**src/rtl/conv_pkg.sv**
```systemverilog
package conv_pkg;

    localparam int PIX_W  = 8;
    localparam int PROD_W = 2 * PIX_W;

    typedef logic signed [PIX_W-1:0]  pix_t;
    typedef logic signed [PROD_W-1:0] prod_t;

    // Marker that travels alongside a window through the pipeline
    typedef struct packed {
        logic valid;
        logic last;
    } tag_t;

    function automatic int idx_width(input int n);
        return (n > 1) ? $clog2(n) : 1;
    endfunction

    // Full-precision width of a sum of rows*cols products
    function automatic int acc_width(input int rows, input int cols);
        return PROD_W + $clog2(rows * cols);
    endfunction

endpackage

```
**src/rtl/conv_ctrl.sv**
```systemverilog
module conv_ctrl
    import conv_pkg::*;
#(
    parameter int ROWS  = 2,
    parameter int COLS  = 3,
    parameter int MAX_W = 64,
    parameter int DIM_W = 16
) (
    input  logic                         clk,
    input  logic                         rst,
    input  logic                         frame_start,
    input  logic [DIM_W-1:0]             img_w,
    input  logic [DIM_W-1:0]             img_h,
    input  logic                         in_valid,
    input  logic                         out_valid,
    input  logic                         out_ready,
    output logic                         in_ready,
    output logic                         adv,
    output logic                         push,
    output logic [idx_width(MAX_W)-1:0]  col_idx,
    output tag_t                         tag_o
);

    localparam int CW = idx_width(MAX_W);

    logic [DIM_W-1:0] col_q, row_q;
    logic             end_col, end_row, in_win;
    tag_t             tag_q;

    // Whole datapath freezes only when a result is waiting and refused
    assign adv      = !out_valid || out_ready;
    assign in_ready = adv;
    assign push     = in_valid && adv;

    assign end_col = (col_q == img_w - DIM_W'(1));
    assign end_row = (row_q == img_h - DIM_W'(1));
    assign in_win  = (row_q >= DIM_W'(ROWS - 1)) && (col_q >= DIM_W'(COLS - 1));
    assign col_idx = col_q[CW-1:0];

    always_ff @(posedge clk) begin
        if (rst || frame_start) begin
            col_q <= '0;
            row_q <= '0;
        end else if (push) begin
            if (end_col) begin
                col_q <= '0;
                row_q <= end_row ? '0 : row_q + DIM_W'(1);
            end else begin
                col_q <= col_q + DIM_W'(1);
            end
        end
    end

    always_ff @(posedge clk) begin
        if (rst) begin
            tag_q <= '0;
        end else if (adv) begin
            tag_q.valid <= push && in_win;
            tag_q.last  <= push && in_win && end_row && end_col;
        end
    end

    assign tag_o = tag_q;


    pos_hold_chk: assert property (@(posedge clk) disable iff (rst)
        (!push && !frame_start) |=> ($stable(col_q) && $stable(row_q)));


    col_bound_chk: assert property (@(posedge clk) disable iff (rst)
        push |-> (col_q < img_w));

endmodule

```
**src/rtl/conv_window.sv**
```systemverilog
module conv_window
    import conv_pkg::*;
#(
    parameter int ROWS  = 2,
    parameter int COLS  = 3,
    parameter int MAX_W = 64
) (
    input  logic                         clk,
    input  logic                         push,
    input  logic [idx_width(MAX_W)-1:0]  col_idx,
    input  pix_t                         din,
    output pix_t                         win [ROWS][COLS]
);

    pix_t row_in [ROWS];

    assign row_in[0] = din;

    // One line store per older window row, read and written at the same column
    for (genvar r = 1; r < ROWS; r++) begin : g_line
        pix_t line_mem [MAX_W];

        assign row_in[r] = line_mem[col_idx];

        always_ff @(posedge clk) begin
            if (push) begin
                line_mem[col_idx] <= row_in[r-1];
            end
        end
    end

    // Column 0 of the window holds the newest pixel of each row
    always_ff @(posedge clk) begin
        if (push) begin
            for (int r = 0; r < ROWS; r++) begin
                win[r][0] <= row_in[r];
                for (int c = 1; c < COLS; c++) begin
                    win[r][c] <= win[r][c-1];
                end
            end
        end
    end

endmodule

```
**src/rtl/conv_mac.sv**
```systemverilog
module conv_mac
    import conv_pkg::*;
#(
    parameter int ROWS = 2,
    parameter int COLS = 3
) (
    input  logic                                      clk,
    input  logic                                      rst,
    input  logic                                      en,
    input  pix_t                                      win [ROWS][COLS],
    input  pix_t                                      wts [ROWS*COLS],
    input  tag_t                                      tag_i,
    output logic signed [acc_width(ROWS,COLS)-1:0]    acc_o,
    output tag_t                                      tag_o
);

    localparam int ACC_W = acc_width(ROWS, COLS);

    prod_t                   prod_q [ROWS][COLS];
    logic signed [ACC_W-1:0] rsum_d [ROWS];
    logic signed [ACC_W-1:0] rsum_q [ROWS];
    logic signed [ACC_W-1:0] acc_d, acc_q;
    tag_t                    tag1_q, tag2_q, tag3_q;

    // Stage 1: all products at once; window [r][c] maps to weight row ROWS-1-r, column COLS-1-c
    always_ff @(posedge clk) begin
        if (en) begin
            for (int r = 0; r < ROWS; r++) begin
                for (int c = 0; c < COLS; c++) begin
                    prod_q[r][c] <= prod_t'(win[r][c]) *
                                    prod_t'(wts[(ROWS-1-r)*COLS + (COLS-1-c)]);
                end
            end
        end
    end

    // Stage 2: one partial sum per window row
    always_comb begin
        for (int r = 0; r < ROWS; r++) begin
            rsum_d[r] = '0;
            for (int c = 0; c < COLS; c++) begin
                rsum_d[r] = rsum_d[r] + ACC_W'(prod_q[r][c]);
            end
        end
    end

    always_ff @(posedge clk) begin
        if (en) begin
            for (int r = 0; r < ROWS; r++) begin
                rsum_q[r] <= rsum_d[r];
            end
        end
    end

    // Stage 3: final sum
    always_comb begin
        acc_d = '0;
        for (int r = 0; r < ROWS; r++) begin
            acc_d = acc_d + rsum_q[r];
        end
    end

    always_ff @(posedge clk) begin
        if (en) begin
            acc_q <= acc_d;
        end
    end

    always_ff @(posedge clk) begin
        if (rst) begin
            tag1_q <= '0;
            tag2_q <= '0;
            tag3_q <= '0;
        end else if (en) begin
            tag1_q <= tag_i;
            tag2_q <= tag1_q;
            tag3_q <= tag2_q;
        end
    end

    assign acc_o = acc_q;
    assign tag_o = tag3_q;


    out_hold_chk: assert property (@(posedge clk) disable iff (rst)
        (tag3_q.valid && !en) |=> (tag3_q.valid && $stable(acc_q) && $stable(tag3_q.last)));


    last_valid_chk: assert property (@(posedge clk) disable iff (rst)
        tag3_q.last |-> tag3_q.valid);

endmodule

```
**src/rtl/conv_stream_engine.sv**
```systemverilog
module conv_stream_engine
    import conv_pkg::*;
#(
    parameter int ROWS  = 2,
    parameter int COLS  = 3,
    parameter int MAX_W = 64,
    parameter int DIM_W = 16
) (
    input  logic                                    clk,
    input  logic                                    rst,
    input  logic                                    frame_start,
    input  logic [DIM_W-1:0]                        img_width,
    input  logic [DIM_W-1:0]                        img_height,
    input  logic                                    coef_we,
    input  logic [idx_width(ROWS*COLS)-1:0]         coef_addr,
    input  logic [PIX_W-1:0]                        coef_data,
    input  logic                                    pix_valid,
    output logic                                    pix_ready,
    input  logic [PIX_W-1:0]                        pix_data,
    output logic                                    res_valid,
    input  logic                                    res_ready,
    output logic signed [acc_width(ROWS,COLS)-1:0]  res_data,
    output logic                                    res_last
);

    localparam int TAPS  = ROWS * COLS;
    localparam int ACC_W = acc_width(ROWS, COLS);
    localparam int CW    = idx_width(MAX_W);

    logic          adv, push;
    logic [CW-1:0] col_idx;
    tag_t          tag_w, tag_out;
    pix_t          win [ROWS][COLS];
    pix_t          wts_q [TAPS];

    // Weight bank, row-major from the window's top-left
    always_ff @(posedge clk) begin
        if (rst) begin
            for (int k = 0; k < TAPS; k++) begin
                wts_q[k] <= '0;
            end
        end else if (coef_we) begin
            wts_q[coef_addr] <= pix_t'(coef_data);
        end
    end

    conv_ctrl #(
        .ROWS(ROWS), .COLS(COLS), .MAX_W(MAX_W), .DIM_W(DIM_W)
    ) u_ctrl (
        .clk        (clk),
        .rst        (rst),
        .frame_start(frame_start),
        .img_w      (img_width),
        .img_h      (img_height),
        .in_valid   (pix_valid),
        .out_valid  (res_valid),
        .out_ready  (res_ready),
        .in_ready   (pix_ready),
        .adv        (adv),
        .push       (push),
        .col_idx    (col_idx),
        .tag_o      (tag_w)
    );

    conv_window #(
        .ROWS(ROWS), .COLS(COLS), .MAX_W(MAX_W)
    ) u_window (
        .clk    (clk),
        .push   (push),
        .col_idx(col_idx),
        .din    (pix_t'(pix_data)),
        .win    (win)
    );

    conv_mac #(
        .ROWS(ROWS), .COLS(COLS)
    ) u_mac (
        .clk  (clk),
        .rst  (rst),
        .en   (adv),
        .win  (win),
        .wts  (wts_q),
        .tag_i(tag_w),
        .acc_o(res_data),
        .tag_o(tag_out)
    );

    assign res_valid = tag_out.valid;
    assign res_last  = tag_out.last;


    coef_addr_chk: assert property (@(posedge clk) disable iff (rst)
        coef_we |-> (int'(coef_addr) < TAPS));

endmodule

```
**config.mk**
```make
export PLATFORM = sky130hd
export DESIGN_NAME = conv_stream_engine
export DESIGN_NICKNAME = d
export VERILOG_FILES = /design/src/rtl/conv_pkg.sv /design/src/rtl/conv_ctrl.sv /design/src/rtl/conv_window.sv /design/src/rtl/conv_mac.sv /design/src/rtl/conv_stream_engine.sv
export SDC_FILE = /design/constraint.sdc
export NUM_CORES = 2
export LEC_CHECK = 0
export BUFFER_PORTS_ARGS = -buffer_cell sky130_fd_sc_hd__buf_2
export CORE_UTILIZATION = 50
export CTS_BUF_LIST = sky130_fd_sc_hd__clkbuf_2
export CTS_CLUSTER_DIAMETER = 100
export DETAILED_ROUTE_END_ITERATION = 7
export PLACE_DENSITY = 0.65
export SETUP_SLACK_MARGIN = 0.1
export SLEW_MARGIN = 10
export SYNTH_ARGS = -nofsm -noshare
export SYNTH_HDL_FRONTEND = slang
export SYNTH_SLANG_ARGS = --single-unit
```
**constraint.sdc**
```tcl
create_clock -name clk -period 8.25 [get_ports clk]
set_input_delay 0.825 -clock clk [delete_from_list [all_inputs] [get_ports clk]]
set_output_delay 0.825 -clock clk [all_outputs]
set_load 0.01 [all_outputs]
```
Word-level counts from Yosys, hierarchy flattened
Memory sizes are Yosys's and may differ from the RTL's. A register that Yosys moved wholly into a read port is not among the register bits. Cells that the tools add are included.

Register bits after elaboration: 147. RAM bits: 646. Input bits: 57. Output and inout bits: 22. Word-level logic and storage cells: 66. Memories: 3.

Memories: u_window.g_line[1].line_mem (words 64, width 8, read ports 1, clocked after Yosys merged registers in 1, wr ports 1, line conv_window.sv:21) `pix_t line_mem [MAX_W];`; u_mac.prod_q (words 2, width 48, read ports 2, clocked after Yosys merged registers in 0, wr ports 2, line conv_mac.sv:19) `prod_t prod_q [ROWS][COLS];`; u_mac.rsum_q (words 2, width 19, read ports 2, clocked after Yosys merged registers in 0, wr ports 2, line conv_mac.sv:21) `logic signed [ACC_W-1:0] rsum_q [ROWS];`.

Add/sub/neg operators: 9. Multiply operators: 6. Magnitude comparators: 4. Equality and inequality tests: 2. Muxes and demuxes: 9. Bitwise operators: 1. Reductions and logical operators: 10.

Operators with widths (number): $mul 8x8->16 (6); $bwmux 48 (1); $add 17x16->18 (2); $add 16x16->17 (2); $add 16x1->16 const B (2); $eq 16x16->1 (2); $mux 16 (2); $sub 16x1->16 const B (2); $demux 8 s3 (1); $add 19x19->19 (1); $ge 16x1->1 const B (1); $ge 16x2->1 const B (1); $mux 8 (1); $logic_and 1x1->1 (6); $ge 4x4->1 const B (1); $lt 4x1->1 const B (1); $mux 1 (4); $not 3->4 (1); $logic_or 1x1->1 (2); $reduce_and 2->1 (1); $logic_not 1->1 (1).

Longest topological paths before layout
Depth in word-level cells: 6. Mapped depth: 19. Mapped depth without buffers: 19.

Hierarchy
Synthesis repeated with hierarchy kept, for this count alone.

Cell total of the unflattened synthesis: 3948. Area, all modules: 49152.1 um^2.

By module, submodules not included: conv_mac (instances 1, cells each 2211, area an instance 22726.8 um^2, seq. area each 4654.5 um^2); conv_window (instances 1, cells each 1211, area an instance 21730.8 um^2, seq. area each 16816.1 um^2); conv_ctrl (instances 1, cells each 354, area an instance 2763.9 um^2, seq. area each 680.7 um^2); conv_stream_engine (instances 1, cells each 172, area an instance 1930.6 um^2, seq. area each 960.9 um^2).

Worst setup path before layout
Ideal clock, no wire load.

Path type: input port to flip-flop. Start point: input port res_ready. End point: memory u_window.g_line[1].line_mem[0][0] (netlist name) (enable). Library setup time: 373 ps. Data arrival time: 7271 ps. Required time: 7877 ps. Path slack: 606 ps. Cell stages on the path: 8. Buffers on the path: 2. Cells stage by stage: nor2b_1 > clkbuf_1 > inv_1 > nand2_1 > clkinv_1 > clkbuf_1 > nand2_1 > nor2_1.

Word-level cells in the longest chain between the ends: 4.

Ends and longest elaborated chain: from (decl) (line conv_stream_engine.sv:21) `input logic res_ready,`; $logic_or 1x1->1 (line conv_ctrl.sv:31) `assign adv = !out_valid || out_ready;`; net pix_ready (line conv_stream_engine.sv:18) `output logic pix_ready,`; $logic_and 1x1->1 (line conv_ctrl.sv:33) `assign push = in_valid && adv;`; net push (line conv_stream_engine.sv:30) `logic adv, push;`; $mux 1 (line conv_window.sv:26) `if (push) begin`; $mux 1 (not written as such) (line conv_window.sv:27) `line_mem[col_idx] <= row_in[r-1];`; to (decl) (line conv_window.sv:21).

The timed path passes the listed nets, and every way through them passes these cells.

==> impl_metrics.tcl <==
set metrics [dict create \
    die_h_um 308 \
    grt.overflow.total 0 \
    grt_pass1_wl_um 169000 \
    htree_levels 4 \
    cts_max_path_buffers 3 \
    wl_per_cell_um 19.6 \
    drc 0 \
    path_clk_slew_ns 0.10 \
    vias 29500 \
    p_leak_uw 0.0207 \
    area_delta_synth_final_pct 8.32 \
    layout-drive-gt1-share_pct 10.5 \
    min_path_type "in -> reg" \
    slew_violations 0 \
    hold_path.startpoint "pix_data[2]" \
    drt_iter0_markers 2073 \
    netlist_area_um2 46700 \
    start_kind "flip-flop" \
    async_flop_share_pct 0 \
    critPathKind "reg -> reg" \
    cts_resized 0 \
    synth-main-ff-cell "edfxtp_1" \
    path_cells "and2_1, fa_1, inv_1, fa_1, inv_1, fa_1, inv_1, fa_1, inv_1, ha_1, o21ai_0, a21boi_0, o21ai_0, a21oi_1, o21ai_0, nand3_1, o311ai_0" \
    synth_nets 4447 \
    gr-usage-met3_pct 3.57 \
    ios 79 \
    initial_utilization_pct 50.8 \
    pre_cts_slack_ns 3.48 \
    cts-root-buf "clkbuf_2" \
    syn_area_per_cell_um2 12.3 \
    cts_tree "yes" \
    hold_viol 0 \
    power.density_nw_per_um2 167 \
    yosys_warnings 0 \
    setup_viol 0 \
    clkLatencyLatePin_ns 1.43 \
    cp_num_buf_inv 4 \
    outcome "completed" \
    yosysSeqAreaShare_pct 49.5 \
    ant_nets 0 \
    max_stage_delay_ns 0.54 \
    num-nets-final 4666 \
    met2_usage_pct 39.1 \
    cts_sinks 799 \
    place.gp.congestion 0.836 \
    fmax_ghz 0.209 \
    post_cts_buffers 0 \
    dp_hpwl_um 71400 \
    synth_edf_count 711 \
    setup_tns_ns 0 \
    grt_use_met1_pct 30.4 \
    synth_top_area_share_pct 45.7 \
    grt-busiest-layer "met2" \
    crit_start "u_window.win[31]" \
    post-route-util_pct 55.0 \
    grt_setup_unrepaired "no" \
    crit_fanout 8 \
    grt_util_all_layers_pct 23.2 \
    arrival_ns 5.93 \
    cts_made_buffers 197 \
    syn_inst 3794 \
    die_w_um 308 \
    grt_max_degree 85 \
    vdd_drop_max_v 0.000141 \
    r2r_start "u_window.win[31]" \
    skew_ns 0.114 \
    antenna_found_initial 2 \
    synth_area_leaders "edfxtp_1 (46%), fa_1 (16%), ha_1 (6.2%)" \
    worst_pin_slew_ns 1.24 \
    ys_ff_latch 799 \
    required_ns 9.40 \
    std_cell_rows 111 \
    synth_cell_types 66 \
    crit_family "adder cells" \
    grt_pass1_vias 30500 \
    crit_slowest_cell "fa_1" \
    dr.pass1.iters 6 \
    synth_top_cell_by_area "edfxtp_1" \
    coreArea_um2 92100 \
    period_minus_slack_ns 4.78 \
    port_buffers 78 \
    wirelength_um 106000 \
    timing.final.ws_setup_ns 3.47 \
    via_per_inst 5.44 \
    drv_cap 0 \
    timing.final.crit_share_pct 57.9 \
    max-slew-margin-rel_pct 17.0 \
    cp-end-kind "flip-flop" \
    fp.dieArea_um2 94700 \
]
## kinds of logic (layout without fill, tap and decap cells)
group,after synthesis,in the layout,synth area share (%)
multiplexers,28,28,0.616
buffers and inverters,629,1001,5.06
AO/OA/AOI/OAI,587,587,8.81
adder cells (fa/ha/maj),596,596,21.8
other,0,8,0
AND/OR/NAND/NOR,960,960,10.6
flip-flops,799,799,49.5
XOR/XNOR,195,195,3.68
## cell usage in the layout, fill, tap and decap left out, types with 78 or more instances in the layout
| cell type | count |
|---|---|
| nand2_1 | 237 |
| dfxtp_1 | 88 |
| inv_1 | 520 |
| a21oi_1 | 124 |
| fa_1 | 365 |
| ha_1 | 231 |
| xnor2_1 | 155 |
| edfxtp_1 | 711 |
| a22oi_1 | 183 |
| clkbuf_2 | 289 |
| and2_1 | 269 |
| buf_2 | 78 |
| nor2_1 | 171 |
## sequential cells by signal, summed over array words and instances, names as in the netlist
| register | flops |
|---|---|
| u_mac.tag2_q | 2 |
| u_window.win | 48 |
| u_mac.prod_q | 96 |
| u_mac.rsum_q | 36 |
| u_ctrl.tag_o | 2 |
| u_ctrl.col_q | 16 |
| u_mac.tag_o | 2 |
| u_ctrl.row_q | 16 |
| u_mac.tag1_q | 2 |
| u_window.g_line.line_mem | 512 |
| u_mac.acc_o | 19 |
| wts_q | 48 |
## cell usage after synthesis, types with 4 or more instances
| library cell | number |
|---|---|
| nand2_1 | 237 |
| xnor2_1 | 155 |
| buf_1 | 12 |
| nand4_1 | 29 |
| fa_1 | 365 |
| or2_2 | 10 |
| a21oi_1 | 124 |
| mux2_2 | 6 |
| o21bai_1 | 4 |
| nand3_1 | 48 |
| or3_1 | 19 |
| inv_1 | 521 |
| a22o_1 | 38 |
| and3_1 | 14 |
| dfxtp_1 | 88 |
| a21boi_0 | 5 |
| a41oi_1 | 22 |
| nand2b_1 | 15 |
| nor3b_1 | 5 |
| a211oi_1 | 7 |
| nor2_1 | 173 |
| nor3_1 | 41 |
| edfxtp_1 | 711 |
| nor4_1 | 22 |
| a2111oi_0 | 4 |
| o21ai_0 | 40 |
| a21o_1 | 21 |
| a22oi_1 | 183 |
| o211ai_1 | 13 |
| mux2i_1 | 22 |
| ha_1 | 231 |
| o31ai_1 | 6 |
| a221oi_1 | 41 |
| xor2_1 | 39 |
| a31oi_1 | 38 |
| nor2b_1 | 60 |
| o21a_1 | 18 |
| clkbuf_1 | 92 |
| and2_1 | 269 |
## cell type report
cell class / count / area, µm²
diodes: 8 / 20.0
clock buffers: 289 / 1450
clock inverters: 63 / 390
fillers: 7887 / 41500
inverters: 522 / 1960
multi-input cells: 2366 / 21300
flip-flops and latches: 799 / 23100
well taps: 1243 / 1560
repair buffers: 127 / 841
## path summary, 6_finish.rpt
check,depth (start not counted),end,slack (ns)
worst max-delay path,17,u_mac.prod_q[0][14],3.47
worst min-delay path,1,u_window.g_line[1].line_mem[36][2],0.24
worst max register to register,17,u_mac.prod_q[0][14],3.47
worst min register to register,2,u_mac.tag1_q[0],0.46
## worst register-to-register path, delay by kind of cell (launching register included)
family,cells,cell delay [ns]
AOI/OAI and AO/OA,6,1.22
adders and majority gates,5,2.30
buffers and inverters,4,0.20
DFF,1,0.52
and+or+nand+nor,2,0.36
## where the power goes
group          total, µW  switching, µW  internal [µW]
sequential          4740            129           4620
clock               2660           1630           1030
combinational       1050            616            430
## metal layers
metal	share of wire (%)	routed length [µm]
met1	43	45800
met2	50	52500
met3	5.2	5490
met4	2.0	2160
met5	0	0
## timing repair
item / 4_1_cts / 5_1_grt
endpoints found under the hold margin: 254 / 0
setup endpoints to repair: 0 / 0
hold buffers: 28 / 0
## metrics by stage
step | instances | cell area (µm²) | hold slack [ns] | total power (µW)
5_1_grt | 5417 | 50600 | 0.0639 | 8870
4_1_cts | 5409 | 50600 | 0.00222 | 8540
3_5_place_dp | 5029 | 48500 | 0.446 | 5870
3_3_place_gp | 5029 | 48500 | 0.439 | 5860
6_report | 5417 | 50600 | 0.241 | 8450
2_1_floorplan | 3794 | 46700 | 0.432 | 5490
No activity file was read; power rests on OpenSTA's default activity.
